$ cat config.mk
export PLATFORM = sky130hd
export DESIGN_NAME = sqrt_csel_adder
export DESIGN_NICKNAME = d
export VERILOG_FILES = /design/src/rtl/csa_pkg.sv /design/src/rtl/csa_setup.sv /design/src/rtl/csa_ripple.sv /design/src/rtl/csa_plain_block.sv /design/src/rtl/csa_select_block.sv /design/src/rtl/sqrt_csel_adder.sv
export SDC_FILE = /design/constraint.sdc
export NUM_CORES = 1
export LEC_CHECK = 0
export ABC_AREA = 1
export CORE_MARGIN = 2
export CORE_UTILIZATION = 31
export DETAILED_ROUTE_END_ITERATION = 10
export GPL_ROUTABILITY_DRIVEN = 1
export GPL_TIMING_DRIVEN = 0
export PLACE_DENSITY = 0.83
export SYNTH_ARGS = -nofsm -noshare
export SYNTH_HDL_FRONTEND = slang
export SYNTH_SLANG_ARGS = --single-unit
$ cat constraint.sdc
create_clock -name vclk -period 6.45
set_input_delay 0.9675 -clock vclk [all_inputs]
set_output_delay 0.9675 -clock vclk [all_outputs]
set_load 0.01 [all_outputs]
$ cat src/rtl/csa_pkg.sv
// Package: shared helpers for the carry-select adder.
// Block k (counting from 0) is FIRST_W + k bits wide.
// Its lowest bit sits at k*FIRST_W + k*(k-1)/2.
package csa_pkg;

    // Lowest bit position of block k.
    function automatic int blk_lo(input int first_w, input int k);
        return k * first_w + (k * (k - 1)) / 2;
    endfunction

    // Width of block k.
    function automatic int blk_w(input int first_w, input int k);
        return first_w + k;
    endfunction

    // Total operand width for nblk blocks.
    function automatic int total_w(input int first_w, input int nblk);
        return nblk * first_w + (nblk * (nblk - 1)) / 2;
    endfunction

endpackage

$ cat src/rtl/csa_setup.sv
// Setup stage: forms per-bit propagate (XOR) and generate (AND).
// Assumes nothing beyond matching operand widths.
module csa_setup #(
    parameter int BW = 4
) (
    input  logic [BW-1:0] a,
    input  logic [BW-1:0] b,
    output logic [BW-1:0] p,
    output logic [BW-1:0] g
);
    // Bitwise propagate and generate.
    always_comb begin
        p = a ^ b;
        g = a & b;
    end
endmodule

$ cat src/rtl/csa_ripple.sv
// Ripple carry chain over BW positions.
// cvec[i] is the carry entering position i; cout leaves the top position.
// Assumes p and g come from the setup stage.
module csa_ripple #(
    parameter int BW = 4
) (
    input  logic [BW-1:0] p,
    input  logic [BW-1:0] g,
    input  logic          cin,
    output logic [BW-1:0] cvec,
    output logic          cout
);
    logic run;

    // Walk the carry upward, one position at a time.
    always_comb begin
        run = cin;
        for (int i = 0; i < BW; i++) begin
            cvec[i] = run;
            run     = g[i] | (p[i] & run);
        end
        cout = run;
    end
endmodule

$ cat src/rtl/csa_plain_block.sv
// Lowest block: a single ripple chain driven by the external carry-in.
// There is no duplicated chain here, since the real carry is known at once.
module csa_plain_block #(
    parameter int BW = 2
) (
    input  logic [BW-1:0] a,
    input  logic [BW-1:0] b,
    input  logic          cin,
    output logic [BW-1:0] sum,
    output logic          cout
);
    logic [BW-1:0] p, g, cvec;

    csa_setup #(.BW(BW)) u_setup (.a(a), .b(b), .p(p), .g(g));
    csa_ripple #(.BW(BW)) u_chain (.p(p), .g(g), .cin(cin), .cvec(cvec), .cout(cout));

    // Sum bit: propagate XOR the carry entering the position.
    always_comb sum = p ^ cvec;
endmodule

$ cat src/rtl/csa_select_block.sv
// Carry-select block: two chains assume carry-in 0 and carry-in 1.
// The real carry from below then picks both the carry vector and the carry-out.
// Assumes cin_sel settles no earlier than the two chains (balanced sizing).
module csa_select_block #(
    parameter int BW = 3
) (
    input  logic [BW-1:0] a,
    input  logic [BW-1:0] b,
    input  logic          cin_sel,
    output logic [BW-1:0] sum,
    output logic          cout,
    output logic          pre_c0,
    output logic          pre_c1
);
    logic [BW-1:0] p, g;
    logic [BW-1:0] cvec0, cvec1, cvec_sel;

    csa_setup #(.BW(BW)) u_setup (.a(a), .b(b), .p(p), .g(g));
    csa_ripple #(.BW(BW)) u_chain0 (.p(p), .g(g), .cin(1'b0), .cvec(cvec0), .cout(pre_c0));
    csa_ripple #(.BW(BW)) u_chain1 (.p(p), .g(g), .cin(1'b1), .cvec(cvec1), .cout(pre_c1));

    // Multiplexer: the arriving carry picks the matching precomputed result.
    always_comb begin
        cvec_sel = cin_sel ? cvec1  : cvec0;
        cout     = cin_sel ? pre_c1 : pre_c0;
    end

    // Sum formation after selection.
    always_comb sum = p ^ cvec_sel;
endmodule

$ cat src/rtl/sqrt_csel_adder.sv
// Top: square-root carry-select adder.
// NUM_BLK blocks are laid out with widths FIRST_W, FIRST_W+1, ...
// The total width is derived from these two parameters (20 by default).
// Purely combinational; the caller registers the result if it needs to.
module sqrt_csel_adder #(
    parameter int FIRST_W = 2,
    parameter int NUM_BLK = 5,
    parameter int W       = csa_pkg::total_w(FIRST_W, NUM_BLK)
) (
    input  logic [W-1:0] op_a,
    input  logic [W-1:0] op_b,
    input  logic         carry_in,
    output logic [W-1:0] sum_out,
    output logic         carry_out
);
    // Carry entering each block; the top entry leaves the adder.
    logic [NUM_BLK:0]   bnd_carry;
    // Precomputed carry-outs; entry 0 mirrors the plain block's carry-out.
    logic [NUM_BLK-1:0] pre_c0;
    logic [NUM_BLK-1:0] pre_c1;

    // Seed the boundary chain with the external carry.
    always_comb bnd_carry[0] = carry_in;

    for (genvar k = 0; k < NUM_BLK; k++) begin : g_blk
        localparam int LO = csa_pkg::blk_lo(FIRST_W, k);
        localparam int BW = csa_pkg::blk_w(FIRST_W, k);
        if (k == 0) begin : g_plain
            csa_plain_block #(.BW(BW)) u_blk (
                .a    (op_a[LO +: BW]),
                .b    (op_b[LO +: BW]),
                .cin  (bnd_carry[k]),
                .sum  (sum_out[LO +: BW]),
                .cout (bnd_carry[k+1])
            );
            // No duplicated chain in the lowest block.
            always_comb begin
                pre_c0[k] = bnd_carry[k+1];
                pre_c1[k] = bnd_carry[k+1];
            end
        end else begin : g_sel
            csa_select_block #(.BW(BW)) u_blk (
                .a       (op_a[LO +: BW]),
                .b       (op_b[LO +: BW]),
                .cin_sel (bnd_carry[k]),
                .sum     (sum_out[LO +: BW]),
                .cout    (bnd_carry[k+1]),
                .pre_c0  (pre_c0[k]),
                .pre_c1  (pre_c1[k])
            );
        end
    end

    // The adder's carry-out is the last block's selected carry.
    always_comb carry_out = bnd_carry[NUM_BLK];
endmodule

==> flow_summary.toml <==
[setup_path]
path_common_cell = "nand2_2"
critPathMaxFanout = 5
cp_slowest_cell = "fa_1"
cp.arrival_ns = 5.28
start_kind = "primary input"
crit_type = "primary input to output pin"
critical_path.max_stage_delay_ns = 0.49
required_ns = 5.48
crit_path_end_kind = "output pin"

[pwr]
p_int_uw = 111
leakagePower_uw = 0.000823
p_sw_uw = 75.3
power_density_nw_per_um2 = 118
share_comb_of_total_power_pct = 100.0
ir_worst_vdd_v = 0.0000747
switching_share_pct = 40.3
pwr-share-clk_pct = 0
seq_power_share_pct = 0

[final_layout]
diodes = 0
n_sequential_cell = 0
n_clock_buffer = 0
multi_input_area_sq_um = 723
syn_to_final_growth_pct = 106
final_nets = 254
drive_gt1_share_pct = 25.1
seq_area_sq_um = 0
finalNonFillerCells = 217
nFillCells = 224

[yosys]
synthCells = 110
synth.largest_area_cell = "ha_1"
synth_top_area_share_pct = 29.2
synth_area_leaders = "ha_1 (29%), fa_1 (16%), inv_1 (12%), nand2_1 (12%), xor2_1 (10%)"
synth_adder_area_share_pct = 44.8
synthMuxAreaShare_pct = 0
ys_types = 17
synth_nets = 175
syn-mean-instance-area_sq_um = 7.01
ys_seq_area_share_pct = 0
synth_compound_area_share_pct = 6.98
synth_common_cells = "inv_1 (25), nand2_1 (25), ha_1 (18)"
synth_xor_area_share_pct = 13.6
syn_area_sq_um = 771
synth-simple-area-share_pct = 20.3
ys_warn_count = 0
synth_top_family_by_area = "adder cells"

[worst_hold_path]
min_path_type = "primary input to output pin"

[global_route]
grt-ovfl-total = 0
grt_max_degree = 6
grt_pass1_vias = 988
grt_pass1_wl_mm = 3.71
grt_usage_pct = 16.5
antenna_found_initial = 0

[placed_design]
numPlacedInstances = 202
gp_congestion = 0.672
port_buffers = 62
dp_hpwl_mm = 1.83

[route]
vias_per_cell = 4.36
drt_pass1_iterations = 3
wl_per_cell_um = 10.4
drt-total-wl_mm = 2.25
vias = 946
drt_iter0_drc = 7
drcViolationCount = 0
ant_nets = 0

[die]
pin_count = 62
initial_core_util_pct = 32.0
die_h_um = 53.9
die_area_sq_um = 2900
core_sq_um = 2410
fp-row-count = 18
chipWidth_um = 53.9

[sta]
setup_viol = 0
worstMarginPinSlew_ns = 0.160
setup_tns_ns = 0
relSlewSlack_pct = 89.3
min_period_ns = 6.25
fmax_mhz = 160
finalCritPeriodShare_pct = 96.8
finalHoldViolCount = 0
slew_viol_final = 0

[run]
cap_violations = 0

[outcome]
status = "complete, no violations"

[clocking]
cts_hold_buf = 0
routing by layer:
| metal | routed length, um | up-vias | GRT usage, % |
|---|---|---|---|
| li1 | - | 484 | - |
| met1 | 733 | 431 | 15.2 |
| met2 | 1330 | 29 | 37.4 |
| met3 | 163 | 2 | 1.94 |
| met4 | 27 | 0 | 1.71 |
| met5 | 0 | - | 0 |
layout make-up:
| class | instances | area share, % |
|---|---|---|
| repair buffers | 78 | 45.4 |
| multi-input cells | 81 | 45.6 |
| inverters | 28 | 6.62 |
| well taps | 30 | 2.37 |
cells in the final DEF, fill, tap and decap left out, types with 3 or more instances in the layout:
master | synthesis | routed
clkdlybuf4s50_1 | 0 | 55
inv_1 | 25 | 21
nand2_1 | 25 | 20
ha_1 | 18 | 18
buf_4 | 0 | 15
xor2_1 | 9 | 9
nand2_2 | 3 | 8
inv_2 | 3 | 7
fa_2 | 0 | 5
buf_2 | 1 | 5
nand3_1 | 5 | 4
xnor2_1 | 3 | 3
stage by stage:
step | setup WS, ns | total power, uW | utilization [%] | hold WS [ns] | cell area [sq um]
finish | 0.204 | 187 | 65.8 | 2.70 | 1590
global route | -0.0296 | 204 | 65.8 | 2.75 | 1590
CTS | 0.0316 | 185 | 65.0 | 2.71 | 1570
detailed placement | -0.989 | 165 | 59.3 | 3.06 | 1430
global placement | -0.890 | 160 | 59.3 | 3.05 | 1430
floorplan | 0.290 | 75.2 | - | 2.12 | 771
final timing paths:
kind	from	endpoint	slack [ns]	cells past startpoint
max	carry_in	sum_out[19]	0.20	30
min	op_b[19]	sum_out[19]	2.70	5
cell families after synthesis:
group           Yosys count
compound gates            8
buf+inv                  29
fa+ha+maj                24
simple gates             37
xor+xnor                 12
power by group through the flow:
stage	Combinational [uW]	Sequential, uW	Clock, uW
CTS	185	0	0
global route	204	0	0
finish	187	0	0
detailed placement	165	0	0
global placement	160	0	0
floorplan	75.2	0	0
critical path, delay by kind of cell:
| family | cells | cell delay, ns |
|---|---|---|
| simple gates | 11 | 0.80 |
| buf+inv | 7 | 0.56 |
| fa+ha+maj | 6 | 2.09 |
| compound gates | 6 | 0.84 |
what timing repair did:
action,4_1_cts,5_1_grt
setup endpoints to repair,8,6
setup buffers,15,1
pin swaps,20,15
resized for setup,38,6
No activity file was read; power rests on OpenSTA's default activity.
